[src/rtl/evmon_pkg.sv]
package evmon_pkg;

  localparam int unsigned SRC_W = 2;

  typedef enum logic [SRC_W-1:0] {
    SRC_CYCLES = 2'd0,
    SRC_IHIT   = 2'd1,
    SRC_DHIT   = 2'd2,
    SRC_NONE   = 2'd3
  } evsrc_e;

  localparam int unsigned NUM_SRC = 1 << SRC_W;

endpackage

[src/rtl/evmon_rst_sync.sv]
module evmon_rst_sync #(
  parameter int unsigned STAGES = 2
) (
  input  logic clk,
  input  logic rst_n,
  output logic rst_sync_n
);

  logic [STAGES-1:0] chain_q;
  logic [STAGES-1:0] chain_d;

  always_comb begin
    chain_d = {chain_q[STAGES-2:0], 1'b1};
  end

  always_ff @(posedge clk or negedge rst_n) begin
    if (!rst_n) chain_q <= '0;
    else        chain_q <= chain_d;
  end

  assign rst_sync_n = chain_q[STAGES-1];

endmodule

[src/rtl/evmon_cfg.sv]
module evmon_cfg
  import evmon_pkg::*;
(
  input  logic             clk,
  input  logic             rst_n,
  input  logic             src_we,
  input  logic [SRC_W-1:0] src_wdata,
  input  logic             run_we,
  input  logic             run_wdata,
  output evsrc_e           src_q,
  output logic             run_q
);

  evsrc_e src_d;
  logic   run_d;

  always_comb begin
    src_d = src_q;
    if (src_we) src_d = evsrc_e'(src_wdata);
    run_d = run_q;
    if (run_we) run_d = run_wdata;
  end

  always_ff @(posedge clk or negedge rst_n) begin
    if (!rst_n) src_q <= SRC_CYCLES;
    else if (src_we) src_q <= src_d;
  end

  always_ff @(posedge clk or negedge rst_n) begin
    if (!rst_n) run_q <= 1'b0;
    else if (run_we) run_q <= run_d;
  end

  // written values appear one edge after the strobe
  a_r7_src_load: assert property (@(posedge clk) disable iff (!rst_n)
    src_we |=> (src_q == evsrc_e'($past(src_wdata))));
  a_r7_run_load: assert property (@(posedge clk) disable iff (!rst_n)
    run_we |=> (run_q == $past(run_wdata)));
  a_r7_src_keep: assert property (@(posedge clk) disable iff (!rst_n)
    !src_we |=> $stable(src_q));

endmodule

[src/rtl/evmon_src_sel.sv]
module evmon_src_sel
  import evmon_pkg::*;
(
  input  evsrc_e src,
  input  logic   run,
  input  logic   ihit,
  input  logic   dhit,
  output logic   bump
);

  logic [NUM_SRC-1:0] src_vec;

  always_comb begin
    for (int k = 0; k < NUM_SRC; k++) begin
      case (evsrc_e'(k))
        SRC_CYCLES: src_vec[k] = 1'b1;
        SRC_IHIT:   src_vec[k] = ihit;
        SRC_DHIT:   src_vec[k] = dhit;
        default:    src_vec[k] = 1'b0;
      endcase
    end
  end

  assign bump = run & src_vec[src];

  // immediate checks on the select result
  always_comb begin
    if (src == SRC_NONE) a_r5_reserved_idle: assert (!bump || $isunknown(src));
    if (!run)            a_r6_off_idle:      assert (!bump || $isunknown(run));
  end

endmodule

[src/rtl/evmon_accum.sv]
module evmon_accum #(
  parameter int unsigned CNT_W = 32
) (
  input  logic             clk,
  input  logic             rst_n,
  input  logic             bump,
  input  logic             clr,
  output logic [CNT_W-1:0] cnt_q
);

  localparam logic [CNT_W-1:0] ONE = CNT_W'(1);

  logic [CNT_W-1:0] cnt_d;
  logic             cnt_ce;

  always_comb begin
    cnt_ce = clr | bump;
    if (clr) cnt_d = '0;
    else     cnt_d = cnt_q + ONE;
  end

  always_ff @(posedge clk or negedge rst_n) begin
    if (!rst_n)      cnt_q <= '0;
    else if (cnt_ce) cnt_q <= cnt_d;
  end

  // clear wins over a coincident event
  a_r8_clear_wins: assert property (@(posedge clk) disable iff (!rst_n)
    clr |=> (cnt_q == '0));
  // no event, no change
  a_r6_hold: assert property (@(posedge clk) disable iff (!rst_n)
    (!clr && !bump) |=> $stable(cnt_q));
  // single step, modulo the width
  a_r10_step_wrap: assert property (@(posedge clk) disable iff (!rst_n)
    (!clr && bump) |=> (cnt_q == $past(cnt_q) + ONE));

endmodule

[src/rtl/evmon_counter.sv]
module evmon_counter
  import evmon_pkg::*;
#(
  parameter int unsigned CNT_W = 32
) (
  input  logic             clk,
  input  logic             rst_n,
  input  logic             ihit_i,
  input  logic             dhit_i,
  input  logic             src_we_i,
  input  logic [1:0]       src_wdata_i,
  input  logic             run_we_i,
  input  logic             run_wdata_i,
  input  logic             clr_i,
  output logic [CNT_W-1:0] count_o
);

  logic   rst_sync_n;
  evsrc_e src_q;
  logic   run_q;
  logic   bump;

  evmon_rst_sync #(.STAGES(2)) u_rst (
    .clk        (clk),
    .rst_n      (rst_n),
    .rst_sync_n (rst_sync_n)
  );

  evmon_cfg u_cfg (
    .clk       (clk),
    .rst_n     (rst_sync_n),
    .src_we    (src_we_i),
    .src_wdata (src_wdata_i),
    .run_we    (run_we_i),
    .run_wdata (run_wdata_i),
    .src_q     (src_q),
    .run_q     (run_q)
  );

  evmon_src_sel u_sel (
    .src  (src_q),
    .run  (run_q),
    .ihit (ihit_i),
    .dhit (dhit_i),
    .bump (bump)
  );

  evmon_accum #(.CNT_W(CNT_W)) u_acc (
    .clk   (clk),
    .rst_n (rst_sync_n),
    .bump  (bump),
    .clr   (clr_i),
    .cnt_q (count_o)
  );

  // a source write alone leaves the count untouched
  a_r9_src_keeps_count: assert property (@(posedge clk) disable iff (!rst_sync_n)
    (src_we_i && !run_q && !clr_i) |=> $stable(count_o));
  // in instruction-hit mode a quiet instruction strobe holds the count
  a_r3_ihit_only: assert property (@(posedge clk) disable iff (!rst_sync_n)
    (src_q == SRC_IHIT && !ihit_i && !clr_i) |=> $stable(count_o));
  // in data-hit mode a quiet data strobe holds the count
  a_r4_dhit_only: assert property (@(posedge clk) disable iff (!rst_sync_n)
    (src_q == SRC_DHIT && !dhit_i && !clr_i) |=> $stable(count_o));

endmodule

[config.mk]
export PLATFORM = sky130hd
export DESIGN_NAME = evmon_counter
export DESIGN_NICKNAME = d
export VERILOG_FILES = /design/src/rtl/evmon_pkg.sv /design/src/rtl/evmon_rst_sync.sv /design/src/rtl/evmon_cfg.sv /design/src/rtl/evmon_src_sel.sv /design/src/rtl/evmon_accum.sv /design/src/rtl/evmon_counter.sv
export SDC_FILE = /design/constraint.sdc
export NUM_CORES = 1
export LEC_CHECK = 0
export ABC_CLOCK_PERIOD_IN_PS = 1100
export BUFFER_PORTS_ARGS = -buffer_cell sky130_fd_sc_hd__buf_2
export CAP_MARGIN = 20
export CORE_MARGIN = 4
export CORE_UTILIZATION = 30
export DETAILED_ROUTE_END_ITERATION = 8
export PLACE_DENSITY = 0.54
export SYNTH_ARGS = -nofsm -noshare
export SYNTH_HDL_FRONTEND = slang
export SYNTH_SLANG_ARGS = --single-unit
[constraint.sdc]
create_clock -name clk -period 1.1 [get_ports clk]
set_input_delay 0.33 -clock clk [delete_from_list [all_inputs] [get_ports clk]]
set_output_delay 0.33 -clock clk [all_outputs]
set_load 0.05 [all_outputs]
==> summary.txt <==
Power and ir drop
  – Clock power share: 39.4%
  – Combinational Power Share: 16.5%
  – Leakage: 1.793 nW
  – Seq pwr share: 44.1%
  – Worst vdd ir: 0.0005425 V
  – Internal: 0.002390 W
  – Switching Fraction: 25.52%
  – Pwr Density: 820.7 nW/um^2
  – Net Switching: 0.0008189 W

Finish
  – Layout Cells excl Fill: 420
  – Nets: 355
  – Layout area overhead: 112.0%
  – Layout filler cell count: 465
  – Share of cells above drive strength 1: 65.22%
  – Diode count: 0

Yosys
  – Post-synth EDFFs: 0
  – Cells after synthesis: 194
  – Asr flop ratio synth: 100.0%
  – Post-Syn Area: 1844 um^2
  – Synthesized Nets: 205
  – Synthesized flop and latch total: 37
  – Syn Area/Cell: 9.507 um^2
  – Warnings from Yosys: 0
  – Seq/Total Area, Yosys: 50.20%
  – Library cells used by synthesis: 35
  – Prevailing post-synth register cell: dfrtp_1

Global routing
  – First-pass GRT wire length: 10.14 mm
  – Largest net degree at the start of global routing: 36
  – Total gr overflow: 0
  – Gr usage total: 17.10%
  – Initial antenna violation count: 0
  – Vias in the first global route: 2065

Routing
  – Routed vias/inst: 4.921
  – Routed Wire Length: 6.609 mm
  – Initial DRC Count: 101
  – First-pass DRT Iterations: 4
  – Vias post-DR: 2067
  – Residual DRC: 0
  – WL per Instance: 15.74 um
  – Post-route antenna net violation count: 0

Floorplanning
  – Ports: 42
  – Core area: 5956 um^2
  – Area of the die: 7466 um^2
  – Die Y: 86.41 um
  – Initial Util: 30.97%
  – Die Span X: 86.41 um
  – Cell Rows: 28

Placement
  – Final Wtd Congestion: 0.7819
  – IO buf count: 41
  – Placed Instances: 368
  – HPWL Detailed: 3.719 mm

STA
  – Period utilization: 164.6%
  – Final setup viols: 64
  – Hold Vio Cnt, Final: 0
  – Final clock skew: 0.01083 ns
  – Fin crit period: 1.811 ns
  – RSZ-0062 raised after global routing: yes
  – Maximum clock rate: 552.3 MHz
  – Setup TNS Final: -22.42 ns
  – Setup ws final: -0.7106 ns
  – Slew Limit Fails: 0

Clocking
  – Clk slew on worst S/H paths: 0.08 ns
  – CTS Buffer Depth: 2
  – CTS Sinks: 37
  – H-tree levels: 2
  – Root Driver: clkbuf_8
  – CTS tree: yes
  – Clk_lat worst skew: 0.30 ns
  – Total CTS buffers: 5

Worst setup path
  – CP Capture Type: register
  – CP Data Required Time: 1.34 ns
  – CP Class: reg -> reg
  – Critical path's most frequent cell: or4_4
  – Max incr delay on CP: 0.56 ns
  – Crit path cell chain: and4_4 -> nand2_4 -> or4_4 -> or4_4 -> nand2_2
  – Reg2reg end: u_acc.cnt_q[15]
  – FF-to-FF setup slack: -0.71 ns
  – Worst Path Max Fanout: 3
  – Startpoint types: register
  – Crit path DAT: 2.05 ns
  – Reg2Reg Depth: 5
  – RR Startpoint: u_acc.cnt_q[3]
  – Critical Path Slowest Stage Cell: or4_4

Status
  – Status: finished, violations left
  – Failing checks: setup timing

Run
  – Maxcap violations: 0

Hold path
  – Worst min path class: reg -> async
## metal layers
layer / up-vias / routed length, um / GRT usage (%)
met5: - / 0 / 0
met4: 0 / 175 / 6.374
met2: 65 / 3471 / 29.35
met3: 18 / 365 / 4.087
met1: 1002 / 2597 / 20.73
li1: 982 / - / -
## critical path: cells and delay by family (launching register included)
kind          cells  cell delay [ns]
flops             1             0.37
simple gates      5             1.39
## flip-flops by register name (all words and copies together), names as in the netlist
name           cells
u_acc.cnt_q       32
u_cfg.run_q        1
u_cfg.src_q        2
u_rst.chain_q      2
## Yosys cell counts (3+ instances only)
cell	instances	area [um^2]
clkbuf_1	5	18.77
a21oi_1	11	55.05
nand3_1	11	55.05
nand2_1	17	63.81
xnor2_1	9	78.83
dfrtp_1	37	925.9
nor3_1	5	25.02
or3_1	8	50.05
xor2_1	10	87.58
or4_1	3	22.52
o21ai_0	12	60.06
nand4_1	12	75.07
nor4_1	5	31.28
inv_1	5	18.77
nor2_1	21	78.83
## stage by stage
stage	setup WS [ns]	hold WS (ns)	util (%)	area, um^2	power [W]
4_1_cts	-0.6944	0.2213	60.21	3586	0.003207
6_report	-0.7106	0.2192	65.65	3910	0.003209
2_1_floorplan	-0.7929	0.03441	-	1927	0.001627
3_5_place_dp	-0.6778	0.1194	45.06	2684	0.001771
3_3_place_gp	-0.6541	0.1169	45.06	2684	0.001763
5_1_grt	-0.7506	0.2209	65.65	3910	0.003329
## power groups by stage
stage	sequential [W]	clock, W	combinational, W
after CTS	0.00141	0.00130	0.000497
after global placement	0.00144	0	0.000325
after detailed placement	0.00144	0	0.000332
after global routing	0.00142	0.00134	0.000567
after floorplan	0.00150	0	0.000131
final	0.00142	0.00126	0.000529
## cell families after synthesis
logic type | synth area share (%)
other | 0.2033
adders and majority gates | 0.6783
and+or+nand+nor | 28.83
AOI/OAI and AO/OA | 7.531
xor gates and xnor gates | 9.023
DFF | 50.20
buffers and inverters | 2.307
muxes | 1.221
## cell type report
cell class,instances,area (um^2),share of cell area [%]
clock inverters,2,37.54,0.9600
well taps,75,93.84,2.400
repair buffers,148,1534,39.23
multi-input cells,147,1191,30.46
flip-flops and latches,37,952.2,24.35
clock buffers,6,82.58,2.112
inverters,5,18.77,0.4800
## what timing repair did
action / 4_1_cts / 5_1_grt
gates cloned: 1 / 1
buffers inserted: 26 / 33
endpoints found under the setup margin: 64 / 64
hold endpoints to repair: 2 / 0
hold buffers: 1 / 0
gates resized for setup: 155 / 57
pin swaps: 27 / 32
## cell usage in the layout (no fill, tap or decap), drive strengths merged, types with 2 or more instances in the layout
cell type,synthesis,layout
dfrtp,37,37
or4,4,4
and2b,2,2
nor4,6,6
and4,3,3
o21ai,12,12
nor2b,2,2
a21o,1,2
xnor2,9,9
inv,5,5
nor2,21,21
xor2,10,10
buf,0,147
nor3,5,5
nand2,18,18
or3,8,8
nand3,11,11
a21oi,11,11
mux2,2,2
clkbuf,6,6
nand4,12,12
## how the worst max path moves through the flow
| stage | startpoint | end | slack [ns] | cells after the start |
|---|---|---|---|---|
| after global routing | u_acc.cnt_q[3] | u_acc.cnt_q[15] | -0.75 | 5 |
| after global placement | u_cfg.src_q[1] | u_acc.cnt_q[15] | -0.65 | 5 |
| after detailed placement | u_acc.cnt_q[15] | u_acc.cnt_q[31] | -0.68 | 5 |
| after CTS | u_acc.cnt_q[3] | u_acc.cnt_q[15] | -0.69 | 5 |
| final | u_acc.cnt_q[3] | u_acc.cnt_q[15] | -0.71 | 5 |
| after floorplan | u_acc.cnt_q[2] | u_acc.cnt_q[26] | -0.79 | 6 |
No activity file was read; power rests on OpenSTA's default activity.
